[src/rtl/dac_bus_seq.sv]
module dac_bus_seq #(
  parameter int CLK_NS          = 10,
  parameter int DW              = 16,
  parameter int AW              = 2,
  parameter int T_WR_LOW_NS     = 20,
  parameter int T_WR_DHOLD_NS   = 15,
  parameter int T_RW_HOLD_NS    = 10,
  parameter int T_RD_SETUP_NS   = 30,
  parameter int T_RD_LOW_NS     = 40,
  parameter int T_RD_DELAY_NS   = 80,
  parameter int T_CS_HIGH_NS    = 80,
  parameter int T_LD_LOW_NS     = 40,
  parameter int T_LD_HIGH_NS    = 40,
  parameter int T_LD_TO_CS_NS   = 50,
  parameter int T_CLR_LOW_NS    = 40,
  parameter int T_CLR_HIGH_NS   = 40
) (
  input  logic          clk,
  input  logic          rst_n,
  input  logic          cmd_valid,
  input  logic [1:0]    cmd_op,
  input  logic [AW-1:0] cmd_ch,
  input  logic [DW-1:0] cmd_data,
  output logic          busy,
  output logic          rd_valid,
  output logic [DW-1:0] rd_data,
  output logic          bus_cs_n,
  output logic          bus_rw_n,
  output logic [AW-1:0] bus_addr,
  output logic          bus_ldac_n,
  output logic          bus_clr_n,
  output logic          bus_oe,
  output logic [DW-1:0] bus_dout,
  input  logic [DW-1:0] bus_din
);

  function automatic int cyc(input int ns);
    int c;
    c = (ns + CLK_NS - 1) / CLK_NS;
    return (c < 1) ? 1 : c;
  endfunction

  function automatic int mx(input int a, input int b);
    return (a > b) ? a : b;
  endfunction

  localparam int C_WCS   = cyc(T_WR_LOW_NS);
  localparam int C_WDH   = cyc(T_WR_DHOLD_NS);
  localparam int C_RWH   = cyc(T_RW_HOLD_NS);
  localparam int C_RSU   = cyc(T_RD_SETUP_NS);
  localparam int C_RCS   = cyc(T_RD_LOW_NS);
  localparam int C_RDLY  = cyc(T_RD_DELAY_NS);
  localparam int C_CSH   = cyc(T_CS_HIGH_NS);
  localparam int C_LDL   = cyc(T_LD_LOW_NS);
  localparam int C_LDH   = cyc(T_LD_HIGH_NS);
  localparam int C_LDCS  = cyc(T_LD_TO_CS_NS);
  localparam int C_CLL   = cyc(T_CLR_LOW_NS);
  localparam int C_CLH   = cyc(T_CLR_HIGH_NS);
  localparam int C_WHOLD = mx(C_WDH, C_RWH);
  localparam int C_RLOW  = mx(C_RCS, C_RDLY);
  localparam int CMAX    = mx(mx(mx(C_WCS, C_WHOLD), mx(C_RSU, C_RLOW)),
                              mx(mx(C_LDL, C_LDH), mx(C_CLL, C_CLH)));
  localparam int CW      = $clog2(CMAX + 1);
  localparam int GMAX    = mx(C_CSH, C_LDCS);
  localparam int GW      = $clog2(GMAX + 1);

  typedef enum logic [3:0] {
    IDLE, WR_SET, WR_LOW, WR_HOLD, RD_SET, RD_LOW, RD_HOLD,
    LD_LOW, LD_HIGH, CL_LOW, CL_HIGH
  } st_t;

  st_t           st;
  logic [CW-1:0] cnt;
  logic [GW-1:0] cs_gap, ld_gap;
  logic [AW-1:0] addr_q;
  logic [DW-1:0] wdat_q;
  logic          wr_phase, gap_ok, cnt_done;

  assign busy       = (st != IDLE);
  assign wr_phase   = (st == WR_SET) || (st == WR_LOW) || (st == WR_HOLD);
  assign bus_cs_n   = !((st == WR_LOW) || (st == RD_LOW));
  assign bus_rw_n   = !wr_phase;
  assign bus_oe     = wr_phase;
  assign bus_ldac_n = (st != LD_LOW);
  assign bus_clr_n  = (st != CL_LOW);
  assign bus_addr   = addr_q;
  assign bus_dout   = wdat_q;
  assign cnt_done   = (cnt == '0);
  assign gap_ok     = (cs_gap >= GW'(C_CSH)) && (ld_gap >= GW'(C_LDCS));

  always_ff @(posedge clk) begin
    if (!rst_n) begin
      cs_gap <= GW'(GMAX);
      ld_gap <= GW'(GMAX);
    end else begin
      if (!bus_cs_n)               cs_gap <= '0;
      else if (cs_gap != GW'(GMAX)) cs_gap <= cs_gap + 1'b1;
      if (!bus_ldac_n)             ld_gap <= '0;
      else if (ld_gap != GW'(GMAX)) ld_gap <= ld_gap + 1'b1;
    end
  end

  always_ff @(posedge clk) begin
    if (!rst_n) begin
      st       <= IDLE;
      cnt      <= '0;
      addr_q   <= '0;
      wdat_q   <= '0;
      rd_valid <= 1'b0;
      rd_data  <= '0;
    end else begin
      rd_valid <= 1'b0;
      case (st)
        IDLE: if (cmd_valid) begin
          addr_q <= cmd_ch;
          case (cmd_op)
            2'b00: begin wdat_q <= cmd_data; st <= WR_SET; end
            2'b01: begin st <= RD_SET; cnt <= CW'(C_RSU - 1); end
            2'b10: begin st <= LD_LOW; cnt <= CW'(C_LDL - 1); end
            default: begin st <= CL_LOW; cnt <= CW'(C_CLL - 1); end
          endcase
        end
        WR_SET: if (gap_ok) begin st <= WR_LOW; cnt <= CW'(C_WCS - 1); end
        WR_LOW:
          if (cnt_done) begin st <= WR_HOLD; cnt <= CW'(C_WHOLD - 1); end
          else cnt <= cnt - 1'b1;
        WR_HOLD:
          if (cnt_done) st <= IDLE;
          else cnt <= cnt - 1'b1;
        RD_SET:
          if (!cnt_done) cnt <= cnt - 1'b1;
          else if (gap_ok) begin st <= RD_LOW; cnt <= CW'(C_RLOW - 1); end
        RD_LOW:
          if (cnt_done) begin
            rd_data  <= bus_din;
            rd_valid <= 1'b1;
            st       <= RD_HOLD;
            cnt      <= CW'(C_RWH - 1);
          end else cnt <= cnt - 1'b1;
        RD_HOLD:
          if (cnt_done) st <= IDLE;
          else cnt <= cnt - 1'b1;
        LD_LOW:
          if (cnt_done) begin st <= LD_HIGH; cnt <= CW'(C_LDH - 1); end
          else cnt <= cnt - 1'b1;
        LD_HIGH:
          if (cnt_done) st <= IDLE;
          else cnt <= cnt - 1'b1;
        CL_LOW:
          if (cnt_done) begin st <= CL_HIGH; cnt <= CW'(C_CLH - 1); end
          else cnt <= cnt - 1'b1;
        CL_HIGH:
          if (cnt_done) st <= IDLE;
          else cnt <= cnt - 1'b1;
        default: st <= IDLE;
      endcase
    end
  end

endmodule

[config.mk]
export PLATFORM = sky130hd
export DESIGN_NAME = dac_bus_seq
export DESIGN_NICKNAME = d
export VERILOG_FILES = /design/src/rtl/dac_bus_seq.sv
export SDC_FILE = /design/constraint.sdc
export NUM_CORES = 1
export LEC_CHECK = 0
export BUFFER_PORTS_ARGS = -buffer_cell sky130_fd_sc_hd__buf_2
export CAP_MARGIN = 20
export CELL_PAD_IN_SITES_DETAIL_PLACEMENT = 0
export CELL_PAD_IN_SITES_GLOBAL_PLACEMENT = 1
export CORE_ASPECT_RATIO = 1.25
export CORE_UTILIZATION = 39
export DETAILED_ROUTE_END_ITERATION = 6
export PLACE_DENSITY_LB_ADDON = 0.25
export RECOVER_POWER = 100
export SLEW_MARGIN = 30
export SYNTH_ARGS = -nofsm -noshare
export SYNTH_HDL_FRONTEND = slang
export SYNTH_SLANG_ARGS = --single-unit
[constraint.sdc]
create_clock -name clk -period 4.5 [get_ports clk]
set_clock_uncertainty 0.1 [all_clocks]
set_input_delay 0.45 -clock clk [delete_from_list [all_inputs] [get_ports clk]]
set_output_delay 0.45 -clock clk [all_outputs]
set_load 0.005 [all_outputs]
==> metrics.txt <==
status=finished clean; Final Util=46.9%; Logic pwr share=43.0%; fin crit share=60.9%; Hold Vio Cnt, Final=0; top_reg_cell synth=dfxtp_1; P_leak=1.23 nW; WL final=5840 µm; height of the die=93.6 µm; GRT Resource Usage Total=16.5%; Storage cell area=slightly above 1000 µm²; Worst slew margin=32.1%; H-tree levels=2; sequential area share after synthesis=approximately two fifths; Synth top area share=about two fifths; crit path cell chain=inv_1 > ha_1 > or3b_1 > nand3_1 > o21ai_0 > a311oi_1 > o21ai_0 > a21boi_0; Clock Latency Late Sink=0.31 ns; part of the power in registers=39.1%; Area Overhead vs Synth=17.0%; Post-synth top cells=nand2_1, dfxtp_1, a21boi_0; ranking of synthesized cells by area=dfxtp_1, nand2_1, a21boi_0; CP Depth=8; cell count after synthesis=between 300 and 400; initial drt markers=a little under 100; Slew Limit Fails=0; Ant. Diodes=0; total gr overflow=0; largest net degree at the start of global routing=52; Starting Density=40.1%; Post-synth EDFFs=0; most frequent cell after synthesis=nand2_1; buffer depth of the longest clock path=2; setup bufs post-CTS=0; Data arrival, critical path=about 2.9 ns; Final nets=445; CTS tree=built; Net Sw Power=between 0.6 and 0.7 mW; hold buffers post-CTS=0; CP delay by family, top=compound AO/OA/AOI/OAI gates; Synth Register Bits=just over 50; Worst-Margin Slew=between 1 and 1.5 ns; Core Rows=33; CP max stage delay=~0.73 ns; worst min path class=in2reg; CP max-delay cell=a311oi_1; WHS Path Cells=3; Via Count=approximately 2400; Netlist cell types=50; CTS Root Cell=clkbuf_8; area of the multi-input gates=between 1000 and 1500 µm²; Fillers=720; core box area=roughly 6500 µm²; CTS sink count=51; Post-route DRC=0; num ports=80; Worst path most repeated cell=o21ai_0; clock-pin slew on the worst setup and hold paths=0.10 ns; vias in the first global route=2030; CTS Buf Count=5; post-CTS sizing=0; Max Cap Viol=0; async set or reset register ratio after synthesis=0%; Placer Congestion=0.801; Power Total=~1.6 mW; Sw Share=between 40% and 50%; Die Footprint=7040 µm²; DP HPWL=4120 µm; Avg WL per Cell=12.1 µm; setup TNS=0 ns; RSZ-0062 raised after global routing=false; Clk pwr share=17.9%; final setup vio count=0; Yosys top cell by area=dfxtp_1; Post-DRT Antenna Nets=0; PD cells=516 nW/µm²; net count after synthesis=379; FF-to-FF path depth=8; Netlist Area Pre-Place=2620 µm²; Detailed Routing Iterations Pass 1=4; worst path required time=4.63 ns; syn avg cell area=7.98 µm²; Die Wd=~75 µm; initial antenna violation count=0; Buf+Inv Stages, Crit Path=1; first-pass GRT wire length=9030 µm; port bufs=79; P_int=between 0.9 and 1 mW; share of layout cells above drive strength 1=16.5%; fmax=365 MHz; post-route minimum period=2.74 ns; VDD IR max=0.265 mV; Yosys warnings=0; critical path fanouts, max=8; post-DR vias/cell=4.89; CP Capture Type=flip-flop; Setup Crit Path Kind=reg2reg; Worst setup SP type=flip-flop
==> metal layers <==
layer	global-route usage (%)	share of wire [%]	vias to the layer above
li1	-	-	1229
met1	20.2	46	1046
met2	27.6	47	70
met3	3.56	5.5	11
met4	6.64	1.8	0
met5	0	0	-
==> logic make-up after synthesis <==
group | Yosys count | synth area share, %
AO/OA/AOI/OAI | 81 | 22.0
flip-flops | 51 | 39.0
AND/OR/NAND/NOR | 142 | 24.8
XOR/XNOR | 4 | 1.34
buffers and inverters | 34 | 5.50
adder cells (fa/ha/maj) | 12 | 5.74
multiplexers | 4 | 1.58
==> flip-flops by register name, indices dropped and copies added (netlist names) <==
signal	flops
bus_addr	2
cnt	4
ld_gap	4
rd_valid	1
st	4
rd_data	16
bus_dout	16
cs_gap	4
==> placed cells by master, fill, tap and decap left out, drive strengths merged, types with 2 or more instances in the layout <==
cell    netlist  layout
a21boi       37      37
o21ai        16      16
xnor2         3       3
mux2i         3       3
nand3b        3       3
a211oi        2       2
nor3b         2       2
nor3          7       7
nand2        88      88
nor2b         3       3
ha           12      12
buf          10      51
nor2         15      15
a21oi        11      11
clkbuf       10      34
or3           2       2
o221ai        3       3
inv          14      14
and3          2       2
a21o          2       2
or2           3       3
nand4         2       2
nand3         7       7
dfxtp        51      51
nand2b        4       4
==> final cells by class <==
| class | instances | share of cell area, % |
|---|---|---|
| multi-input cells | 243 | 46.4 |
| flip-flops and latches | 51 | 33.4 |
| repair buffers | 79 | 11.8 |
| well taps | 87 | 3.56 |
| clock buffers | 6 | 2.70 |
| inverters | 14 | 1.72 |
| clock inverters | 2 | 0.531 |
==> metrics by stage <==
| stage | hold WS, ns | worst slack [ns] | instances | cell area (µm²) |
|---|---|---|---|---|
| final | 0.282 | 1.76 | 482 | 3060 |
| after global routing | 0.276 | 1.43 | 482 | 3060 |
| after CTS | 0.265 | 1.79 | 482 | 3130 |
| after detailed placement | 0.348 | 2.01 | 474 | 3030 |
| after global placement | 0.339 | 2.01 | 474 | 3030 |
| after floorplan | 0.340 | 2.37 | 328 | 2620 |
==> final timing paths <==
check                     from            to  slack (ns)
setup / recovery        cnt[0]         st[3]        1.76
hold / removal     bus_din[11]   rd_data[11]        0.28
setup reg to reg        cnt[0]         st[3]        1.76
hold reg to reg   bus_dout[12]  bus_dout[12]        0.37
==> power by group through the flow <==
stage	sequential [mW]	clock, mW	combinational, mW
CTS	0.619	0.291	0.732
detailed placement	0.629	0	0.726
finish	0.618	0.282	0.678
global placement	0.628	0	0.721
global route	0.633	0.313	0.777
floorplan	0.571	0	0.606
==> tightest hold or removal path, stage by stage <==
cell and delay (ns):
buf_2 0.09, nand2_1 0.04, a21boi_0 0.06
Note: power is estimated with default switching activity, not from simulation.
